**src/rtl/irqs_pkg.sv**
```systemverilog
package irqs_pkg;
  localparam int DATA_W = 32;
  localparam int ADDR_W = 4;
  localparam int POS_W  = 5;
  localparam int SC1_N  = 5;
  localparam int SC2_N  = 6;
  localparam int SUM_FLAG1 = 8;
  localparam int SUM_FLAG2 = 9;
  localparam int SUM_SC1_LO = 10;
  localparam int SUM_SC2_LO = SUM_SC1_LO + SC1_N;

  localparam logic [ADDR_W-1:0] A_SUMMARY  = 4'd0;
  localparam logic [ADDR_W-1:0] A_PEND_B1  = 4'd1;
  localparam logic [ADDR_W-1:0] A_PEND_B2  = 4'd2;
  localparam logic [ADDR_W-1:0] A_EN_BASE  = 4'd4;
  localparam logic [ADDR_W-1:0] A_DIS_BASE = 4'd8;

  // group index: 0 bank1, 1 bank2, 2 basic
  localparam int G_B1    = 0;
  localparam int G_B2    = 1;
  localparam int G_BASIC = 2;
endpackage

```
**src/rtl/irqs_en_reg.sv**
```systemverilog
module irqs_en_reg
  import irqs_pkg::*;
#(
  parameter int W   = 32,
  parameter int IDX = 0
) (
  input  logic              clk_i,
  input  logic              rst_ni,
  input  logic              wr_i,
  input  logic [ADDR_W-1:0] addr_i,
  input  logic [W-1:0]      wdata_i,
  output logic [W-1:0]      en_o
);
  localparam logic [ADDR_W-1:0] SET_ADDR = A_EN_BASE  + ADDR_W'(IDX);
  localparam logic [ADDR_W-1:0] CLR_ADDR = A_DIS_BASE + ADDR_W'(IDX);

  logic set_hit, clr_hit;
  assign set_hit = wr_i && (addr_i == SET_ADDR);
  assign clr_hit = wr_i && (addr_i == CLR_ADDR);

  always_ff @(posedge clk_i or negedge rst_ni) begin
    if (!rst_ni)      en_o <= '0;
    else if (set_hit) en_o <= en_o | wdata_i;
    else if (clr_hit) en_o <= en_o & ~wdata_i;
  end
endmodule

```
**src/rtl/irqs_summary.sv**
```systemverilog
module irqs_summary
  import irqs_pkg::*;
#(
  parameter int BASIC_W = 8,
  parameter int BANK_W  = 32,
  parameter logic [SC1_N*POS_W-1:0] SC1_POS = {5'd19, 5'd18, 5'd10, 5'd9, 5'd7},
  parameter logic [SC2_N*POS_W-1:0] SC2_POS = {5'd30, 5'd25, 5'd24, 5'd23, 5'd22, 5'd21}
) (
  input  logic [BASIC_W-1:0] pend_basic_i,
  input  logic [BANK_W-1:0]  pend_b1_i,
  input  logic [BANK_W-1:0]  pend_b2_i,
  output logic [DATA_W-1:0]  sum_o
);
  logic [BANK_W-1:0] sc_mask1, sc_mask2;
  logic [SC1_N-1:0]  sc_bits1;
  logic [SC2_N-1:0]  sc_bits2;

  always_comb begin
    sc_mask1 = '0;
    for (int k = 0; k < SC1_N; k++) sc_mask1[SC1_POS[k*POS_W +: POS_W]] = 1'b1;
  end

  always_comb begin
    sc_mask2 = '0;
    for (int k = 0; k < SC2_N; k++) sc_mask2[SC2_POS[k*POS_W +: POS_W]] = 1'b1;
  end

  for (genvar k = 0; k < SC1_N; k++) begin : g_sc1
    assign sc_bits1[k] = pend_b1_i[SC1_POS[k*POS_W +: POS_W]];
  end

  for (genvar k = 0; k < SC2_N; k++) begin : g_sc2
    assign sc_bits2[k] = pend_b2_i[SC2_POS[k*POS_W +: POS_W]];
  end

  always_comb begin
    sum_o = '0;
    sum_o[BASIC_W-1:0] = pend_basic_i;
    sum_o[SUM_FLAG1]   = |(pend_b1_i & ~sc_mask1);
    sum_o[SUM_FLAG2]   = |(pend_b2_i & ~sc_mask2);
    sum_o[SUM_SC1_LO +: SC1_N] = sc_bits1;
    sum_o[SUM_SC2_LO +: SC2_N] = sc_bits2;
  end
endmodule

```
**src/rtl/irq_summary_ctrl.sv**
```systemverilog
module irq_summary_ctrl
  import irqs_pkg::*;
#(
  parameter int BASIC_W = 8,
  parameter int BANK_W  = 32,
  parameter logic [SC1_N*POS_W-1:0] SC1_POS = {5'd19, 5'd18, 5'd10, 5'd9, 5'd7},
  parameter logic [SC2_N*POS_W-1:0] SC2_POS = {5'd30, 5'd25, 5'd24, 5'd23, 5'd22, 5'd21}
) (
  input  logic               clk_i,
  input  logic               rst_ni,
  input  logic               wr_i,
  input  logic [ADDR_W-1:0]  addr_i,
  input  logic [DATA_W-1:0]  wdata_i,
  output logic [DATA_W-1:0]  rdata_o,
  input  logic [BASIC_W-1:0] src_basic_i,
  input  logic [BANK_W-1:0]  src_bank1_i,
  input  logic [BANK_W-1:0]  src_bank2_i,
  output logic               irq_o
);
  localparam int NBANK = 2;

  logic [BANK_W-1:0]  bank_src [NBANK];
  logic [BANK_W-1:0]  bank_en  [NBANK];
  logic [BANK_W-1:0]  bank_pend[NBANK];
  logic [BASIC_W-1:0] en_basic_q, pend_basic;
  logic [BANK_W-1:0]  en_b1_q, en_b2_q;
  logic [DATA_W-1:0]  summary;
  logic               any_pend;

  assign bank_src[G_B1] = src_bank1_i;
  assign bank_src[G_B2] = src_bank2_i;

  for (genvar b = 0; b < NBANK; b++) begin : g_bank
    irqs_en_reg #(.W(BANK_W), .IDX(b)) u_en (
      .clk_i   (clk_i),
      .rst_ni  (rst_ni),
      .wr_i    (wr_i),
      .addr_i  (addr_i),
      .wdata_i (wdata_i[BANK_W-1:0]),
      .en_o    (bank_en[b])
    );
    assign bank_pend[b] = bank_src[b] & bank_en[b];
  end

  irqs_en_reg #(.W(BASIC_W), .IDX(G_BASIC)) u_en_basic (
    .clk_i   (clk_i),
    .rst_ni  (rst_ni),
    .wr_i    (wr_i),
    .addr_i  (addr_i),
    .wdata_i (wdata_i[BASIC_W-1:0]),
    .en_o    (en_basic_q)
  );

  assign en_b1_q    = bank_en[G_B1];
  assign en_b2_q    = bank_en[G_B2];
  assign pend_basic = src_basic_i & en_basic_q;

  irqs_summary #(
    .BASIC_W (BASIC_W),
    .BANK_W  (BANK_W),
    .SC1_POS (SC1_POS),
    .SC2_POS (SC2_POS)
  ) u_sum (
    .pend_basic_i (pend_basic),
    .pend_b1_i    (bank_pend[G_B1]),
    .pend_b2_i    (bank_pend[G_B2]),
    .sum_o        (summary)
  );

  always_comb begin
    rdata_o = '0;
    unique case (addr_i)
      A_SUMMARY:                 rdata_o = summary;
      A_PEND_B1:                 rdata_o = DATA_W'(bank_pend[G_B1]);
      A_PEND_B2:                 rdata_o = DATA_W'(bank_pend[G_B2]);
      A_EN_BASE + 4'd0,
      A_DIS_BASE + 4'd0:         rdata_o = DATA_W'(en_b1_q);
      A_EN_BASE + 4'd1,
      A_DIS_BASE + 4'd1:         rdata_o = DATA_W'(en_b2_q);
      A_EN_BASE + 4'd2,
      A_DIS_BASE + 4'd2:         rdata_o = DATA_W'(en_basic_q);
      default:                   rdata_o = '0;
    endcase
  end

  assign any_pend = |pend_basic | |bank_pend[G_B1] | |bank_pend[G_B2];

  always_ff @(posedge clk_i or negedge rst_ni) begin
    if (!rst_ni) irq_o <= 1'b0;
    else         irq_o <= any_pend;
  end
endmodule

```
**config.mk**
```make
export PLATFORM = sky130hd
export DESIGN_NAME = irq_summary_ctrl
export DESIGN_NICKNAME = d
export VERILOG_FILES = /design/src/rtl/irqs_pkg.sv /design/src/rtl/irqs_en_reg.sv /design/src/rtl/irqs_summary.sv /design/src/rtl/irq_summary_ctrl.sv
export SDC_FILE = /design/constraint.sdc
export NUM_CORES = 1
export LEC_CHECK = 0
export ABC_AREA = 1
export BUFFER_PORTS_ARGS = -buffer_cell sky130_fd_sc_hd__buf_2
export CAP_MARGIN = 10
export CORE_AREA = 2 2 86 121
export CTS_BUF_LIST = sky130_fd_sc_hd__clkbuf_8
export CTS_CLUSTER_DIAMETER = 40
export DETAILED_ROUTE_END_ITERATION = 8
export DIE_AREA = 0 0 88 123
export GPL_TIMING_DRIVEN = 0
export PLACE_DENSITY = 0.81
export SLEW_MARGIN = 20
export SYNTH_ARGS = -nofsm -noshare
export SYNTH_HDL_FRONTEND = slang
export SYNTH_SLANG_ARGS = --single-unit
```
**constraint.sdc**
```tcl
create_clock -name clk_i -period 1.5 [get_ports clk_i]
set_clock_uncertainty 0.05 [all_clocks]
set_input_delay 0 -clock clk_i [delete_from_list [all_inputs] [get_ports clk_i]]
set_output_delay 0 -clock clk_i [all_outputs]
set_load 0.05 [all_outputs]
```
==> impl_metrics.csv <==
group,metric,value,unit
sta,worst_slew_pin_slew,0.615,ns
run_status,status,"finished with violations",
synth,muxShareOfSynthArea,0,
routing,dr.pass1.iters,5,
cts,clock_insertion_delay_worst_skew,0.37,ns
pwr,finalPower,5.66,mW
sta,final_max_slew_viol_count,0,
synth,synthAdderAreaFrac,0,
synth,synth-main-ff-cell,"dfrtp_1",
place,dp_hpwl,12200,um
sta,rsz0062_at_grt,"yes",
routing,via_per_inst,5.42,
routing,drc_errors,0,
flow_run,cap_violations,0,
die,fp.dieH,123,um
synth,yosysTopAreaCellShare,0.386,
die,ioPinCount,144,
final_layout,n_antenna_cell,0,
place,gp_congestion,0.905,
place,placed_cells,1022,
synth,synth_top_family_by_area,"simple AND/OR/NAND/NOR gates",
synth,synthXorXnorAreaFrac,0,
die,die_area,10800,um2
synth,netlist_instances,743,
routing,first_iter_violations,470,
synth,yosysTopAreaCell,"dfrtp_1",
synth,ys_top_cells_by_area,"dfrtp_1 39%, nand2_1 28%, nor2_1 5.8%",
place,io_buffers,143,
synth,syn_avg_cell_area,6.37,um2
die,initial_core_util,0.486,
routing,postRouteAntennaNets,0,
sta,finalHoldViolations,0,
pwr,ir_drop,612,uV
global_route,grt_util_all_layers,0.330,
critical_path,worst_ep_required_time,1.45,ns
run_status,violations,"setup timing",
synth,synth_nets,854,
sta,setup-tns-final,-0.295,ns
synth,seq_area_frac_synth,0.386,
cts,htree_levels,3,
critical_path,setup.worst_path.end_class,"output pin",
global_route,antenna_found_initial,0,
critical_path,worstPathMaxFanout,2,
cts,cts_sinks,73,
sta,fmax,600,MHz
synth,async_reset_ff_frac,1.00,
min_path,min_from,"src_bank1_i[15]",
synth,synth_cell_types,26,
synth,syn_area,4730,um2
critical_path,path_buf_inv,1,
final_layout,drive_above_1_share,0.285,
critical_path,cp_top_family,"simple AND/OR/NAND/NOR gates",
synth,ys_ff_latch,73,
critical_path,worst-setup-path-type,"reg -> out",
cts,cts_root_buf,"clkbuf_8",
cts,numCtsBuffers,9,
cts,cts_max_path_buffers,2,
routing,vias,5981,
synth,ys_warn_count,0,
synth,synth_compound_area_frac,0.122,
sta,period_share,1.11,
die,die_x,88,um
routing,wl_per_cell,16.1,um
pwr,p_leak,3.50,nW
final_layout,syn2layout_area_growth,42.0,%
pwr,power_density,842,nW/um2
min_path,hp-class,"in -> reg",
sta,setup_viol,2,
critical_path,critPathMostFrequentCell,"nand2_1",
synth,yosysMostFrequentCell,"nand2_1",
sta,hold_ws,0.0349,ns
critical_path,cp_slowest_cell,"dfrtp_1",
final_layout,fin_nets,1076,
synth,ys_top_cells_by_count,"355 x nand2_1, 73 x dfrtp_1, 73 x nor2_1",
global_route,overflow,0,
global_route,grt_pass1_vias,5776,
global_route,grt_pass1_wl,27100,um
sta,setup_slack,-0.167,ns
global_route,grt_max_degree,42,
critical_path,critPathLaunchType,"flip-flop",
sta,min_period,1.67,ns
synth,synth-simple-area-share,0.413,
die,rows,43,
critical_path,worstPathArrival,1.62,ns
critical_path,cp_cell_sequence,"nand2_1 -> nand2_1 -> nor2_2 -> nand2_1 -> nor2_2 -> nand2_1 -> nand2_1 -> nand2_2 -> buf_6",
routing,routed_wl,17700,um
cts,cts_tree,"done",
die,core_area,9740,um2
critical_path,crit_path_max_incr_delay,0.39,ns
final_layout,instances_no_fill,1104,
cts,clk_pin_slew,0.08,ns
synth,synth_edf_count,0,
sta,relSlewSlack,0.590,
==> layout make-up <==
| type | count | area [um2] |
|---|---|---|
| clock inverter | 4 | 43.8 |
| fill | 830 | 3020 |
| inverter | 63 | 245 |
| tap | 135 | 169 |
| clock buffer | 11 | 151 |
| timing repair buffer | 211 | 1440 |
| multi-input combinational | 585 | 2700 |
| sequential | 73 | 1830 |
| buffer | 22 | 144 |
==> timing repair <==
action                     CTS  global route
pin swaps                   10            23
buffers inserted            15            17
hold endpoints to repair   129             0
hold buffers                35             0
gates cloned                 0             0
setup endpoints to repair   31            32
resized for setup           46            73
==> cells in the final DEF (no fill, tap or decap), drive strengths merged, types with 3 or more instances in the layout <==
| cell type | n |
|---|---|
| clkinv | 3 |
| o22ai | 17 |
| dlygate4sd3 | 35 |
| nor2 | 76 |
| o21ai | 74 |
| o2111ai | 10 |
| clkbuf | 21 |
| nor3 | 8 |
| nand3 | 23 |
| inv | 62 |
| nand4 | 9 |
| nand2 | 360 |
| nand3b | 6 |
| buf | 188 |
| dfrtp | 73 |
==> where the power goes <==
group | switching, mW | internal, mW | leakage, nW
registers | 0.193 | 2.19 | 0.967
logic | 0.985 | 0.673 | 2.43
clock network | 0.774 | 0.839 | 0.106
==> layer usage <==
layer	GRT usage	part of all wire
met5	0	0
met4	0.192	0.044
met3	0.0674	0.091
met2	0.555	0.50
met1	0.385	0.36
==> final timing paths <==
path / slack [ns] / endpoint / cells after the start
worst min register to register: 0.46 / flip-flop / 2
max in group asynchronous: 0.69 / async pin / 3
worst max-delay path: -0.17 / rdata_o[8] / 9
min in group asynchronous: 0.12 / async pin / 2
worst max register to register: 0.16 / irq_o$_DFF_PN0_ / 9
worst min-delay path: 0.03 / irq_o$_DFF_PN0_ / 7
==> per-stage QoR <==
step                area (um2)  setup WS [ns]   util
CTS                       6420         -0.158  0.660
floorplan                 4730         0.0910      -
finish                    6720         -0.167  0.690
global route              6720         -0.287  0.690
detailed placement        5640         -0.140  0.579
global placement          5620         -0.141  0.577
==> worst register-to-register path, cell delays in order, from the launching register on <==
cell	delay, ns
dfrtp_1	0.39
nand2_1	0.09
nand2_1	0.08
nor2_2	0.15
buf_4	0.12
nand2_1	0.05
nor2_1	0.10
nand2_1	0.05
nor2_1	0.09
nand2_1	0.06
==> cells by family after synthesis <==
family                 Yosys count
AND/OR/NAND/NOR                482
flip-flops                      73
buffers and inverters           85
AO/OA/AOI/OAI                  103
No activity file was read; power rests on OpenSTA's default activity.
